## src/rtl/fr_pkg.sv

```systemverilog
package fr_pkg;
  localparam int TAG_W = 3;

  typedef struct packed {
    logic       up;
    logic [1:0] port;
  } fr_tag_t;

  localparam fr_tag_t UP_GROUP = '{up: 1'b1, port: 2'b00};
endpackage

```

## src/rtl/fr_level_calc.sv

```systemverilog
// Finds the ancestor level: one plus the most significant differing digit.
module fr_level_calc #(
  parameter int DIM   = 3,
  parameter int ID_W  = 2 * DIM,
  parameter int LVL_W = $clog2(DIM + 1)
) (
  input  logic [ID_W-1:0]  a_id,
  input  logic [ID_W-1:0]  b_id,
  output logic [LVL_W-1:0] level
);
  logic [DIM-1:0] diff;

  generate
    for (genvar g = 0; g < DIM; g++) begin : g_dig
      assign diff[g] = (a_id[2*g +: 2] != b_id[2*g +: 2]);
    end
  endgenerate

  always_comb begin
    level = '0;
    for (int d = 0; d < DIM; d++) begin
      if (diff[d]) level = LVL_W'(d + 1);
    end
  end
endmodule

```

## src/rtl/fr_tag_sel.sv

```systemverilog
// Picks the tag for hop position idx of a route climbing to 'level'.
module fr_tag_sel
  import fr_pkg::*;
#(
  parameter int DIM   = 3,
  parameter int ID_W  = 2 * DIM,
  parameter int LVL_W = $clog2(DIM + 1),
  parameter int HOP_W = LVL_W + 1
) (
  input  logic [HOP_W-1:0] idx,
  input  logic [LVL_W-1:0] level,
  input  logic [ID_W-1:0]  dst,
  output fr_tag_t          tag
);
  logic [HOP_W-1:0] lvl_ext;
  logic [HOP_W-1:0] dig_pos;
  logic [1:0]       digit;

  assign lvl_ext = {1'b0, level};
  assign dig_pos = {level, 1'b0} - HOP_W'(1) - idx;

  always_comb begin
    digit = 2'b00;
    for (int d = 0; d < DIM; d++) begin
      if (dig_pos == HOP_W'(d)) digit = dst[2*d +: 2];
    end
  end

  always_comb begin
    if (idx < lvl_ext) begin
      tag = UP_GROUP;
    end else begin
      tag.up   = 1'b0;
      tag.port = digit;
    end
  end
endmodule

```

## src/rtl/fr_stream_ctl.sv

```systemverilog
// Captures an accepted request and steps through its hops.
module fr_stream_ctl #(
  parameter int DIM   = 3,
  parameter int ID_W  = 2 * DIM,
  parameter int LVL_W = $clog2(DIM + 1),
  parameter int HOP_W = LVL_W + 1
) (
  input  logic             clk,
  input  logic             rst_n,
  input  logic             req_valid,
  input  logic [LVL_W-1:0] new_level,
  input  logic [ID_W-1:0]  new_dst,
  input  logic             tag_ready,
  output logic             busy,
  output logic [HOP_W-1:0] idx,
  output logic [LVL_W-1:0] level,
  output logic [ID_W-1:0]  dst,
  output logic [HOP_W-1:0] hops,
  output logic             self_flag,
  output logic             last
);
  logic             busy_q, busy_d;
  logic [HOP_W-1:0] idx_q, idx_d;
  logic [LVL_W-1:0] lvl_q, lvl_d;
  logic [ID_W-1:0]  dst_q, dst_d;
  logic             self_q, self_d;
  logic             accept, step, en;

  assign accept = req_valid && !busy_q;
  assign last   = busy_q && (idx_q == {lvl_q, 1'b0} - HOP_W'(1));
  assign step   = busy_q && tag_ready;
  assign en     = accept || step;

  always_comb begin
    busy_d = busy_q;
    idx_d  = idx_q;
    lvl_d  = lvl_q;
    dst_d  = dst_q;
    self_d = self_q;
    if (accept) begin
      busy_d = (new_level != '0);
      idx_d  = '0;
      lvl_d  = new_level;
      dst_d  = new_dst;
      self_d = (new_level == '0);
    end else if (step) begin
      if (last) busy_d = 1'b0;
      else      idx_d  = idx_q + HOP_W'(1);
    end
  end

  always_ff @(posedge clk or negedge rst_n) begin
    if (!rst_n) begin
      busy_q <= 1'b0;
      idx_q  <= '0;
      lvl_q  <= '0;
      dst_q  <= '0;
      self_q <= 1'b0;
    end else if (en) begin
      busy_q <= busy_d;
      idx_q  <= idx_d;
      lvl_q  <= lvl_d;
      dst_q  <= dst_d;
      self_q <= self_d;
    end
  end

  assign busy      = busy_q;
  assign idx       = idx_q;
  assign level     = lvl_q;
  assign dst       = dst_q;
  assign hops      = {lvl_q, 1'b0};
  assign self_flag = self_q;
endmodule

```

## src/rtl/fat_route_gen.sv

```systemverilog
module fat_route_gen
  import fr_pkg::*;
#(
  parameter int DIM = 3,
  localparam int ID_W  = 2 * DIM,
  localparam int LVL_W = $clog2(DIM + 1),
  localparam int HOP_W = LVL_W + 1
) (
  input  logic             clk,
  input  logic             rst_n,
  input  logic             req_valid,
  output logic             req_ready,
  input  logic [ID_W-1:0]  src_id,
  input  logic [ID_W-1:0]  dst_id,
  output logic [HOP_W-1:0] hop_count,
  output logic             self_route,
  output logic             tag_valid,
  input  logic             tag_ready,
  output logic [TAG_W-1:0] tag_data,
  output logic             tag_last
);
  logic [LVL_W-1:0] new_level, cur_level;
  logic [ID_W-1:0]  cur_dst;
  logic [HOP_W-1:0] cur_idx;
  logic             busy, last;
  fr_tag_t          tag;

  fr_level_calc #(.DIM(DIM)) u_lvl (
    .a_id  (src_id),
    .b_id  (dst_id),
    .level (new_level)
  );

  fr_stream_ctl #(.DIM(DIM)) u_ctl (
    .clk       (clk),
    .rst_n     (rst_n),
    .req_valid (req_valid),
    .new_level (new_level),
    .new_dst   (dst_id),
    .tag_ready (tag_ready),
    .busy      (busy),
    .idx       (cur_idx),
    .level     (cur_level),
    .dst       (cur_dst),
    .hops      (hop_count),
    .self_flag (self_route),
    .last      (last)
  );

  fr_tag_sel #(.DIM(DIM)) u_sel (
    .idx   (cur_idx),
    .level (cur_level),
    .dst   (cur_dst),
    .tag   (tag)
  );

  assign req_ready = !busy;
  assign tag_valid = busy;
  assign tag_data  = tag;
  assign tag_last  = last;
endmodule

```

## config.mk

```make
export PLATFORM = sky130hd
export DESIGN_NAME = fat_route_gen
export DESIGN_NICKNAME = d
export VERILOG_FILES = /design/src/rtl/fr_pkg.sv /design/src/rtl/fr_level_calc.sv /design/src/rtl/fr_tag_sel.sv /design/src/rtl/fr_stream_ctl.sv /design/src/rtl/fat_route_gen.sv
export SDC_FILE = /design/constraint.sdc
export NUM_CORES = 1
export LEC_CHECK = 0
export ABC_CLOCK_PERIOD_IN_PS = 3940
export CAP_MARGIN = 10
export CORE_ASPECT_RATIO = 1.25
export CORE_MARGIN = 5
export CORE_UTILIZATION = 48
export DETAILED_ROUTE_END_ITERATION = 16
export PLACE_DENSITY = 0.89
export REMOVE_ABC_BUFFERS = 1
export SLEW_MARGIN = 30
export SYNTH_ARGS = -nofsm -noshare
export SYNTH_HDL_FRONTEND = slang
export SYNTH_HIERARCHICAL = 1
export SYNTH_SLANG_ARGS = --single-unit
export TNS_END_PERCENT = 20
```

## constraint.sdc

```tcl
create_clock -name clk -period 3.94 [get_ports clk]
set_clock_uncertainty 0.2 [all_clocks]
set_input_delay 0.788 -clock clk [delete_from_list [all_inputs] [get_ports clk]]
set_output_delay 0.788 -clock clk [all_outputs]
set_load 0.005 [all_outputs]
```

## After elaboration in Yosys (flattened, before gate mapping)

Index checks and enable logic that the tools add are counted.

- Bits of input ports: 16
- Latch bits: 0
- Memory bits (writable): 0
- Output and inout port bits: 10
- Logic and storage cells: 42
- Bits in read-only memories: 0
- Memories kept: 0
- Bits in registers: 13

- Multipliers: 0
- $lt $le $gt $ge: 1
- Reduce and logical (&&, ||, !) cells: 13
- Equality and inequality tests: 7
- Bitwise operators: 0
- Muxes and demuxes: 13
- Add/sub/neg operators: 3
- Div/mod/pow operators: 0
- Shift operators: 0

Operator list:

| kind | number |
|---|---|
| 3-bit 2-to-1 mux | 4 |
| 2-bit 2-to-1 mux | 5 |
| 2-bit != test | 3 |
| 3-bit AND reduction | 2 |
| 2-bit nonzero test | 3 |
| 1-bit 2-to-1 mux | 4 |
| 3-bit by 1-bit adder with 3-bit output (second input constant) | 1 |
| 3-bit by 1-bit equality test with 1-bit output (second input constant) | 1 |
| 3-bit by 2-bit equality test with 1-bit output (second input constant) | 1 |
| 3-bit equality test | 1 |
| 1-bit logical AND | 3 |
| 3-bit zero test | 1 |
| 3-bit by 2-bit < comparator with 1-bit output | 1 |
| 3-bit by 1-bit subtractor with 3-bit output (second input constant) | 1 |
| 3-bit subtractor | 1 |
| 2-bit zero test | 1 |
| 2-bit by 1-bit != test with 1-bit output (second input constant) | 1 |
| 2-bit AND reduction | 1 |
| 1-bit zero test | 1 |
| 1-bit logical OR | 1 |

## Longest topological paths before layout

- Depth after elaboration: 7
- Depth in mapped cells: 7
- Gate-level depth less buffers: 7

## Cells and area by module

Netlist, hierarchy kept.

By module, submodules not included:

| module | area each (µm²) | times used | sequential area each (µm²) | cells each |
|---|---|---|---|---|
| fr_stream_ctl | 603.1 | 1 | 325.3 | 51 |
| fr_tag_sel | 136.4 | 1 | 0.0 | 15 |
| fr_level_calc | 92.6 | 1 | 0.0 | 10 |
| fat_route_gen | 3.8 | 1 | 0.0 | 1 |

## Worst setup path before layout

No wires, ideal clock.

- Path type: reg-to-output
- Start point: register u_ctl.lvl_q[0], in the netlist u_ctl/level[0]
- End point: output tag_data[0]
- Arrival: 1.354 ns
- Cell stages (with the launch flop): 6
- Path buffers: 1
- Required time: 2.952 ns
- Setup slack: 1.598 ns
- Path through: dfrtp_1 buf_4 ha_1 mux2_2 mux2i_1 nor3_1

- Longest elaborated chain between the ends: 7
- Elaborated cells between the ends (all ways): 10
- Those cells by class: add/sub (2); order compare (1); eq/ne (2); mux (4); reduce/logical (1)

RTL lines:

| element | RTL line | text |
|---|---|---|
| start: declaration | fr_stream_ctl.sv:24 | `logic [LVL_W-1:0] lvl_q, lvl_d;` |
| start signal: assignment | fr_stream_ctl.sv:62 | `lvl_q <= lvl_d;` |
| 3-bit by 1-bit subtractor with 3-bit output | fr_tag_sel.sv:20 | `assign dig_pos = {level, 1'b0} - HOP_W'(1) - idx;` |
| 3-bit subtractor | fr_tag_sel.sv:20 |  |
| 3-bit zero test | fr_tag_sel.sv:25 | `if (dig_pos == HOP_W'(d)) digit = dst[2*d +: 2];` |
| 2-bit 2-to-1 mux (3 in a row) | fr_tag_sel.sv:25 |  |
| 3-bit 2-to-1 mux * | fr_tag_sel.sv:30 | `if (idx < lvl_ext) begin` |
| end: declaration | fat_route_gen.sv:19 | `output logic [TAG_W-1:0] tag_data,` |

Mark *: on every way between the ends. The rest lies on a longest branch, timed or not.

## Worst setup path after layout

- Start point: register u_ctl.idx_q[1], in the netlist u_ctl/idx[1]
- End point: output tag_data[0]

- Longest elaborated chain between the ends: 6
- Elaborated cells between the ends (all ways): 9
- Those cells by class: add/sub (1); order compare (1); eq/ne (2); mux (4); reduce/logical (1)

RTL lines:

| element | RTL line | text |
|---|---|---|
| start: declaration | fr_stream_ctl.sv:23 | `logic [HOP_W-1:0] idx_q, idx_d;` |
| start signal: assignment | fr_stream_ctl.sv:61 | `idx_q <= idx_d;` |
| 3-bit subtractor | fr_tag_sel.sv:20 |  |
| 3-bit zero test | fr_tag_sel.sv:25 |  |
| 2-bit 2-to-1 mux (3 in a row) | fr_tag_sel.sv:25 |  |
| 3-bit 2-to-1 mux * | fr_tag_sel.sv:30 |  |

Marked as above.

==> flow_metrics.env <==
export IMPL_fp_dieH_um=56.7
export IMPL_peakVddDrop_mv=0.335
export IMPL_crit_path_max_incr_delay_ps=460
export IMPL_clk_latency_ps=290
export IMPL_start_util_pct=51.5
export IMPL_clockRootBuffer="clkbuf_4"
export IMPL_cap_violations=0
export IMPL_finalHoldViolCount=0
export IMPL_slowest_stage="clkdlybuf4s50_1"
export IMPL_power_density_nw_per_um2=701
export IMPL_drtIter0Drc=3
export IMPL_chipWidth_um=47.3
export IMPL_critPathKind="flip-flop to output pin"
export IMPL_core_um2=1620
export IMPL_yosysWarnings=6
export IMPL_h_tree_depth=1
export IMPL_clkTransAtPathRegs_ps=90
export IMPL_startpoint_type="flip-flop"
export IMPL_p_leak_uw=0.000475
export IMPL_antenna_found_initial=0
export IMPL_drive_gt1_share_pct=19.0
export IMPL_cts_resized=0
export IMPL_placementRows=16
export IMPL_setup_viol=0
export IMPL_synthMuxAreaShare_pct=18.4
export IMPL_gp_congestion=0.742
export IMPL_synthSimpleGateAreaFrac_pct=12.3
export IMPL_vias=646
export IMPL_slew_viol_final=0
export IMPL_slew_headroom_pct=44.1
export IMPL_fin_ws_ps=799
export IMPL_grt_overflow=0
export IMPL_track_usage_pct=17.2
export IMPL_post_cts_setup_buffer_count=0
export IMPL_hpwl_um=1420
export IMPL_clockBufferDepth=2
export IMPL_seq_area_frac_synth_pct=38.9
export IMPL_required_ps=2950
export IMPL_min_period_ps=3140
export IMPL_holdCritPathClass="flip-flop to flip-flop"
export IMPL_synth_area_per_cell_um2=10.9
export IMPL_max_freq_ghz=0.318
export IMPL_fin_nets=120
export IMPL_synth_top_family_by_area="multiplexers"
export IMPL_antenna_cells=0
export IMPL_cts_buffers=3
export IMPL_syn_cell_area_um2=836
export IMPL_cts_sinks=13
export IMPL_synth_compound_area_share_pct=7.78
export IMPL_dr_pass1_iters=4
export IMPL_via_per_inst=5.47
export IMPL_worstPathCellList="inv_1 -> ha_1 -> mux2_2 -> mux2i_1 -> nor3_1 -> clkdlybuf4s50_1"
export IMPL_synth_top_cell_area_share_pct=38.9
export IMPL_synth_largest_area_cell="dfrtp_1"
export IMPL_grt_max_degree=14
export IMPL_synthXorXnorAreaFrac_pct=12.0
export IMPL_antenna_left=0
export IMPL_cp_arrival_ps=2150
export IMPL_final_cell_mix="clkdlybuf4s50_1, dfrtp_1, mux2_2, o21ai_0"
export IMPL_routed_wl_um=1830
export IMPL_rsz0062_at_grt="no"
export IMPL_pin_count=26
export IMPL_cts_hold_buffers=0
export IMPL_area_delta_synth_final_pct=30.8
export IMPL_period_share_pct=79.7
export IMPL_io_buffer_count=24
export IMPL_ys_types=25
export IMPL_netlist_top_cells_area="dfrtp_1, mux2_2, ha_1, xor2_1, xnor2_2"
export IMPL_grt_first_pass_wirelength_um=3230
export IMPL_tns_ps=0
export IMPL_final_common_cell="clkdlybuf4s50_1"
export IMPL_finish_utilization_pct=67.4
export IMPL_critPathTopFamily="buffers and inverters"
export IMPL_n_fill_cell=121
export IMPL_grt_pass1_vias=703
export IMPL_synthAdderAreaFrac_pct=4.49
export IMPL_path_buf_inv=2
export IMPL_preCtsSetupSlack_ps=1170
export IMPL_power_uw=767
export IMPL_worstMarginPinSlew_ps=837
export IMPL_tritoncts="yes"
export IMPL_drc=0
export IMPL_worstSetupEndpointType="output pin"
export IMPL_avgRoutedWirePerCell_um=15.5
export IMPL_cp_max_fo=6
export IMPL_status="completed"
export IMPL_ys_ff_latch=13
export IMPL_synthCells=77
export IMPL_die_area_um2=2680
==> synth_stat cells <==
| library cell | number |
|---|---|
| dfrtp_1 | 13 |
| nand3_1 | 4 |
| o21ai_1 | 1 |
| or4b_1 | 1 |
| xor3_1 | 1 |
| nand4b_1 | 2 |
| mux2i_1 | 3 |
| nand2b_1 | 1 |
| ha_1 | 3 |
| a21oi_1 | 2 |
| inv_1 | 4 |
| xnor2_2 | 2 |
| mux2_2 | 11 |
| o21ai_0 | 5 |
| nor2_1 | 4 |
| xor2_1 | 4 |
| o211ai_2 | 1 |
| nor2b_1 | 2 |
| a211oi_2 | 1 |
| nand2_1 | 3 |
| nor3_1 | 2 |
| conb_1 | 1 |
| xnor2_1 | 1 |
| buf_2 | 2 |
| buf_4 | 3 |
==> flip-flops by register name (all words and copies together) (netlist names) <==
name	flops
u_ctl/idx	3
u_ctl/level	2
u_ctl/dst	6
u_ctl/self_flag	1
u_ctl/busy	1
==> cell families (layout without fill, tap and decap cells) <==
family | after synthesis | after routing
xor+xnor | 8 | 8
compound gates | 10 | 10
other cells | 1 | 1
simple gates | 19 | 19
flops | 13 | 13
fa+ha+maj | 3 | 3
mux | 14 | 14
buf+inv | 9 | 32
==> final cells by class <==
type	count	area [um2]	area share, %
Timing Repair Buffer	24	240	22.0
Sequential cell	13	325	29.7
Tap cell	18	22.5	2.06
Clock inverter	1	5.00	0.458
Inverter	4	15.0	1.37
Multi-Input combinational cell	55	463	42.3
Clock buffer	3	22.5	2.06
==> metrics by stage <==
step                instance area [um2]  hold slack (ps)  std cells
global placement                   1070              295        114
detailed placement                 1070              293        114
floorplan                           803              275         72
CTS                                1090              317        118
finish                             1090              311        118
global route                       1090              341        118
==> layer usage <==
layer  track usage, %  vias up  wire, um
li1                 -      311         -
met4             11.1        0        77
met2             25.7       22       927
met3             7.03        9       125
met1             19.2      304       694
met5                0        -         0
==> path summary, 6_finish.rpt <==
| check | start | end | slack (ps) | depth (start not counted) |
|---|---|---|---|---|
| min in group asynchronous | rst_n | u_ctl/dst[5]$_DFFE_PN0P_ | 660 | 1 |
| setup reg to reg | u_ctl/busy$_DFFE_PN0P_ | u_ctl/idx[1]$_DFFE_PN0P_ | 1930 | 4 |
| max in group asynchronous | rst_n | u_ctl/level[0]$_DFFE_PN0P_ | 2490 | 1 |
| hold / removal | u_ctl/dst[4]$_DFFE_PN0P_ | u_ctl/dst[4]$_DFFE_PN0P_ | 310 | 1 |
| setup / recovery | u_ctl/idx[1]$_DFFE_PN0P_ | tag_data[0] | 800 | 6 |
| hold reg to reg | u_ctl/dst[4]$_DFFE_PN0P_ | u_ctl/dst[4]$_DFFE_PN0P_ | 310 | 1 |
==> report_power, final <==
group          leakage [uW]  total (uW)  internal [uW]  switching (uW)
Clock             0.0000177        88.9           37.8            51.0
Sequential         0.000153         271            194            77.0
Combinational      0.000305         407            253             154
Total              0.000475         767            485             282
(Power assumes the default switching activity.)
